<file path="config.mk">
export PLATFORM = sky130hd
export DESIGN_NAME = ttc_state_ctrl
export DESIGN_NICKNAME = d
export VERILOG_FILES = /design/src/rtl/ttc_pkg.sv /design/src/rtl/ttc_listen_timer.sv /design/src/rtl/ttc_rx_window.sv /design/src/rtl/ttc_ack_track.sv /design/src/rtl/ttc_state_ctrl.sv
export SDC_FILE = /design/constraint.sdc
export NUM_CORES = 1
export LEC_CHECK = 0
export ABC_AREA = 1
export BUFFER_PORTS_ARGS = -buffer_cell sky130_fd_sc_hd__buf_2
export CORE_ASPECT_RATIO = 0.7
export CORE_UTILIZATION = 48
export CTS_CLUSTER_DIAMETER = 80
export DETAILED_ROUTE_END_ITERATION = 6
export GPL_TIMING_DRIVEN = 0
export PLACE_DENSITY = 0.73
export SKIP_CTS_REPAIR_TIMING = 1
export SLEW_MARGIN = 15
export SYNTH_ARGS = -nofsm -noshare
export SYNTH_HDL_FRONTEND = slang
export SYNTH_HIERARCHICAL = 1
export SYNTH_SLANG_ARGS = --single-unit
</file>
<file path="constraint.sdc">
create_clock -name clk -period 2.31 [get_ports clk]
set_input_delay 0.3465 -clock clk [delete_from_list [all_inputs] [get_ports clk]]
set_output_delay 0.3465 -clock clk [all_outputs]
set_load 0.005 [all_outputs]
</file>
<file path="src/rtl/ttc_pkg.sv">
package ttc_pkg;
  typedef enum logic [2:0] {
    ST_FREEZE = 3'd0,
    ST_INIT   = 3'd1,
    ST_LISTEN = 3'd2,
    ST_COLD   = 3'd3,
    ST_PASSIVE = 3'd4,
    ST_ACTIVE = 3'd5
  } ttc_state_e;

  localparam logic [1:0] ERR_NONE     = 2'b00;
  localparam logic [1:0] ERR_CLIQUE   = 2'b01;
  localparam logic [1:0] ERR_BLACKOUT = 2'b10;
  localparam logic [1:0] ERR_ACKFAIL  = 2'b11;
endpackage

</file>
<file path="src/rtl/ttc_listen_timer.sv">
module ttc_listen_timer #(
  parameter int SLOTS_PER_ROUND = 8,
  parameter int ROUNDS_TO_WAIT  = 2
) (
  input  logic clk,
  input  logic rst,
  input  logic enable,
  input  logic slot_start,
  output logic expire
);
  localparam int LIMIT = SLOTS_PER_ROUND * ROUNDS_TO_WAIT;
  localparam int CW    = $clog2(LIMIT + 1);

  logic [CW-1:0] cnt;

  assign expire = enable && slot_start && (cnt == CW'(LIMIT - 1));

  always_ff @(posedge clk) begin
    if (rst || !enable) begin
      cnt <= '0;
    end else if (slot_start) begin
      if (cnt != CW'(LIMIT - 1))
        cnt <= cnt + 1'b1;
    end
  end

  p_cnt_bound_r4: assert property (@(posedge clk) disable iff (rst)
    cnt < CW'(LIMIT));
  p_cnt_clear_r4: assert property (@(posedge clk) disable iff (rst)
    !enable |=> cnt == '0);
endmodule

</file>
<file path="src/rtl/ttc_rx_window.sv">
module ttc_rx_window (
  input  logic clk,
  input  logic rst,
  input  logic open_req,
  input  logic flush,
  input  logic tp_end,
  input  logic rx_ok,
  output logic frame_good,
  output logic window_q,
  output logic agree_q
);
  assign frame_good = window_q && tp_end && rx_ok;

  always_ff @(posedge clk) begin
    if (rst) begin
      window_q <= 1'b0;
      agree_q  <= 1'b0;
    end else begin
      agree_q <= frame_good;
      if (flush || tp_end)
        window_q <= 1'b0;
      else if (open_req)
        window_q <= 1'b1;
    end
  end

  p_close_on_end_r10: assert property (@(posedge clk) disable iff (rst)
    tp_end |=> !window_q);
  p_agree_needs_window_r10: assert property (@(posedge clk) disable iff (rst)
    agree_q |-> $past(window_q));
endmodule

</file>
<file path="src/rtl/ttc_ack_track.sv">
module ttc_ack_track (
  input  logic clk,
  input  logic rst,
  input  logic sent,
  input  logic ack_decided,
  input  logic flush,
  output logic ack_done_q
);
  logic pending;

  always_ff @(posedge clk) begin
    if (rst) begin
      pending    <= 1'b0;
      ack_done_q <= 1'b0;
    end else begin
      ack_done_q <= ack_decided && pending;
      if (sent)
        pending <= 1'b1;
      else if (ack_decided || flush)
        pending <= 1'b0;
    end
  end

  p_ack_cause_r11: assert property (@(posedge clk) disable iff (rst)
    ack_done_q |-> $past(ack_decided));
endmodule

</file>
<file path="src/rtl/ttc_state_ctrl.sv">
module ttc_state_ctrl
  import ttc_pkg::*;
#(
  parameter int SLOTS_PER_ROUND = 8,
  parameter int LISTEN_ROUNDS   = 2
) (
  input  logic       clk,
  input  logic       rst,
  input  logic       slot_start,
  input  logic       slot_own,
  input  logic       tp_end,
  input  logic       rx_ok,
  input  logic       chk_clique_ok,
  input  logic       chk_blackout_ok,
  input  logic       ack_decided,
  input  logic       ack_fail_max,
  input  logic       host_restart,
  input  logic       host_freeze,
  output logic [2:0] state,
  output logic       tx_grant,
  output logic       tx_coldstart,
  output logic       rx_window,
  output logic       agree_req,
  output logic       ack_done,
  output logic [1:0] err_code
);
  ttc_state_e state_q, state_d;
  logic [1:0] err_q, err_d;
  logic       grant_q, grant_d;
  logic       cs_q, cs_d;
  logic       expire, frame_good;
  logic       own_evt, synced, rx_open, flush;

  assign own_evt = slot_start && slot_own;
  assign synced  = (state_q == ST_PASSIVE) || (state_q == ST_ACTIVE);
  assign rx_open = slot_start && !slot_own &&
                   (synced || state_q == ST_LISTEN || state_q == ST_COLD);
  assign flush   = (state_q == ST_FREEZE) || (state_q == ST_INIT);

  ttc_listen_timer #(
    .SLOTS_PER_ROUND(SLOTS_PER_ROUND),
    .ROUNDS_TO_WAIT (LISTEN_ROUNDS)
  ) u_timer (
    .clk       (clk),
    .rst       (rst),
    .enable    (state_q == ST_LISTEN),
    .slot_start(slot_start),
    .expire    (expire)
  );

  ttc_rx_window u_rxwin (
    .clk       (clk),
    .rst       (rst),
    .open_req  (rx_open),
    .flush     (flush),
    .tp_end    (tp_end),
    .rx_ok     (rx_ok),
    .frame_good(frame_good),
    .window_q  (rx_window),
    .agree_q   (agree_req)
  );

  ttc_ack_track u_ack (
    .clk       (clk),
    .rst       (rst),
    .sent      (grant_d),
    .ack_decided(ack_decided),
    .flush     (state_q == ST_FREEZE),
    .ack_done_q(ack_done)
  );

  always_comb begin
    state_d = state_q;
    err_d   = err_q;
    grant_d = 1'b0;
    cs_d    = 1'b0;
    if (host_freeze) begin
      state_d = ST_FREEZE;
    end else begin
      unique case (state_q)
        ST_FREEZE: begin
          if (host_restart) begin
            state_d = ST_INIT;
            err_d   = ERR_NONE;
          end
        end
        ST_INIT: begin
          if (slot_start) state_d = ST_LISTEN;
        end
        ST_LISTEN: begin
          if (frame_good)  state_d = ST_PASSIVE;
          else if (expire) state_d = ST_COLD;
        end
        ST_COLD: begin
          if (frame_good)   state_d = ST_PASSIVE;
          else if (own_evt) cs_d    = 1'b1;
        end
        ST_PASSIVE, ST_ACTIVE: begin
          if (ack_fail_max) begin
            state_d = ST_FREEZE;
            err_d   = ERR_ACKFAIL;
          end else if (own_evt) begin
            if (!chk_clique_ok) begin
              state_d = ST_FREEZE;
              err_d   = ERR_CLIQUE;
            end else if (!chk_blackout_ok) begin
              state_d = ST_FREEZE;
              err_d   = ERR_BLACKOUT;
            end else begin
              state_d = ST_ACTIVE;
              grant_d = 1'b1;
            end
          end
        end
        default: state_d = ST_FREEZE;
      endcase
    end
  end

  always_ff @(posedge clk) begin
    if (rst) begin
      state_q <= ST_FREEZE;
      err_q   <= ERR_NONE;
      grant_q <= 1'b0;
      cs_q    <= 1'b0;
    end else begin
      state_q <= state_d;
      err_q   <= err_d;
      grant_q <= grant_d;
      cs_q    <= cs_d;
    end
  end

  assign state        = state_q;
  assign err_code     = err_q;
  assign tx_grant     = grant_q;
  assign tx_coldstart = cs_q;

  p_host_freeze_r9: assert property (@(posedge clk) disable iff (rst)
    host_freeze |=> state_q == ST_FREEZE);
  p_err_hold_r9: assert property (@(posedge clk) disable iff (rst)
    (state_q == ST_FREEZE && !host_restart) |=> $stable(err_q));
  p_grant_active_r6: assert property (@(posedge clk) disable iff (rst)
    tx_grant |-> state_q == ST_ACTIVE);
  p_clique_fail_r7: assert property (@(posedge clk) disable iff (rst)
    (synced && own_evt && !chk_clique_ok && !host_freeze && !ack_fail_max)
      |=> (state_q == ST_FREEZE && err_q == ERR_CLIQUE && !tx_grant));
  p_restart_r2: assert property (@(posedge clk) disable iff (rst)
    (state_q == ST_FREEZE && host_restart && !host_freeze)
      |=> (state_q == ST_INIT && err_q == ERR_NONE));
  p_cs_only_cold_r5: assert property (@(posedge clk) disable iff (rst)
    tx_coldstart |-> state_q == ST_COLD);
endmodule

</file>
==> qor.yml <==
floorplan:
  die_width_um: 54.5
  ios: 22
  core-area_um2: 1700
  die_area_um2: 2110
  rows: 12
  initial_core_util_pct: 54.5
  die_h_um: 38.7
worst_setup_path:
  setup.worst_path.end_class: "flip-flop"
  critPathMaxFanout: 3
  path_cells: "ha_1, and3_1, ha_1, inv_1, nor3_1, nand2_1, nand3_1, nand3_1, nor2_2, and2_1, nor2_1"
  max_stage_delay_ns: 0.36
  required_ns: 2.50
  slowest_stage: "dfxtp_1"
  arrival_ns: 2.04
  crit_type: "reg2reg"
  start_kind: "flip-flop"
synthesis:
  synthDistinctLibCells: 19
  ys_seq_elements: 16
  synth_cells: 140
  syn_area_per_cell_um2: 6.60
  synthTopCellsByArea: "dfxtp_1, nand2_1, inv_1, nor2_1, nand3_1"
  syn_area_um2: 925
  synth_top_area_cell: "dfxtp_1"
  synth_edf_count: 0
  synth_warnings: 6
  synth_top_area_share_pct: 34.6
  ys_seq_area_share_pct: 34.6
  ys_async_sr_fraction_pct: 0
  synth_nets: 157
  synth-main-ff-cell: "dfxtp_1"
drt:
  viasPerCell: 5.02
  highest_layer: "met4"
  vias: 934
  drtPass1Iterations: 4
  met3WireLength_um: 151
  wl_per_cell_um: 10.8
  drc: 0
  met1_length_um: 1040
  wl_um: 2020
  drtAntennaViolNets: 0
  dr_wl_met2_um: 801
  first_iter_violations: 31
sta:
  timing_hold_violations_final: 0
  fin_crit_ns: 1.85
  hold_ws_ns: 0.259
  final.setup.tns_ns: 0
  setup_viol: 0
  fmax_mhz: 540
  worstMarginPinSlew_ns: 0.332
  rsz0062_at_grt: "no"
  period_share_pct: 80.2
  slew_headroom_pct: 77.8
  finalClockSkew_ns: 0.00310
  drv_slew: 0
pwr:
  p_leak_nw: 0.553
  p_per_area_nw_per_um2: 586
  power.total_w: 0.000640
  ir_worst_vdd_mv: 0.438
clocking:
  cts_tree: "done"
  cts_buffers: 3
  clock_latency_ns: 0.29
  cts_sinks: 16
  cts-root-buf: "clkbuf_4"
  clkTransAtPathRegs_ns: 0.09
  cts_buffer_depth: 2
  htree_levels: 1
final_layout:
  nNetsFinal: 183
  final_cells: 186
  final_util_pct: 64.4
  register_area_um2: 320
  fillerInstances: 172
  area_growth_pct: 18.1
  drive_gt1_share_pct: 22.4
  diodes: 0
  multi_input_comb_area_um2: 507
  final_common_cell: "nand2_1"
  final_cell_mix: "nand2_1, inv_1, nor2_1"
grt:
  grt_overflow_total: 0
  grt_max_degree: 10
  antenna_found_initial: 0
  grt.total_usage_pct: 22.8
  grt_pass1_vias: 762
  grt_pass1_wl_um: 3240
job:
  cap_violations: 0
placed_design:
  portBuffers: 21
  dp_cells: 182
  gp_congestion: 0.807
  hpwl_um: 1570
min_path:
  hold_class: "in2reg"
outcome:
  outcome: "finished clean"
-- kinds of logic after synthesis --
family                     synth area share, %
adders and majority gates                 6.77
AOI/OAI and AO/OA                         4.74
buffers and inverters                     10.6
and+or+nand+nor                           43.3
DFF                                       34.6
-- where the power goes --
group          total [W]  switching [W]  internal [W]
combinational   0.000153      0.0000959     0.0000574
clock           0.000186      0.0000897     0.0000961
sequential      0.000301      0.0000137      0.000287
total           0.000640       0.000199      0.000441
-- path summary, 6_finish.rpt --
path                  startpoint          endpoint  slack (ns)  cells past startpoint
hold / removal       host_freeze          tx_grant        0.26                      2
hold reg to reg    u_ack/pending  u_ack/ack_done_q        0.45                      2
setup / recovery  u_timer/cnt[0]          state[0]        0.46                     11
setup reg to reg  u_timer/cnt[0]          state[0]        0.46                     11
-- synthesized netlist by cell type, types with 2 or more instances --
master,count
ha_1,5
o21ai_0,4
a21oi_1,3
nand3_2,2
nand2_1,28
nand4_1,2
inv_1,25
nor2_2,4
nor2_1,25
nor3_1,3
dfxtp_1,16
nand3_1,14
nor2_4,3
-- layout make-up --
type | count | share of cell area [%]
clock buffers | 4 | 3.32
multi-input cells | 98 | 46.4
flip-flops and latches | 16 | 29.3
inverters | 26 | 8.93
well taps | 21 | 2.41
repair buffers | 21 | 9.62
-- metal layers --
layer  GRT usage [%]  vias to the layer above
met4            7.69                        0
li1                -                      484
met1            30.2                      413
met5               0                        -
met3            7.06                        4
met2            34.8                       33
-- worst max-delay path, delay by kind of cell, from the launching register on --
| family | cells | cell delay (ns) |
|---|---|---|
| buffers and inverters | 1 | 0.07 |
| DFF | 1 | 0.36 |
| adders and majority gates | 2 | 0.41 |
| and+or+nand+nor | 8 | 0.89 |
-- sequential cells by signal, indices dropped and copies added, names as in the netlist --
name              cells
u_rxwin/window_q      1
state                 3
tx_coldstart          1
u_ack/pending         1
u_ack/ack_done_q      1
tx_grant              1
err_code              2
u_rxwin/agree_q       1
u_timer/cnt           5
-- per-stage QoR --
stage | instance area (um^2) | worst slack (ns)
floorplan | 925 | 0.678
global placement | 1060 | 0.486
detailed placement | 1060 | 0.491
CTS | 1090 | 0.474
global route | 1090 | 0.307
finish | 1090 | 0.457
Note: power is estimated with default switching activity, not from simulation.
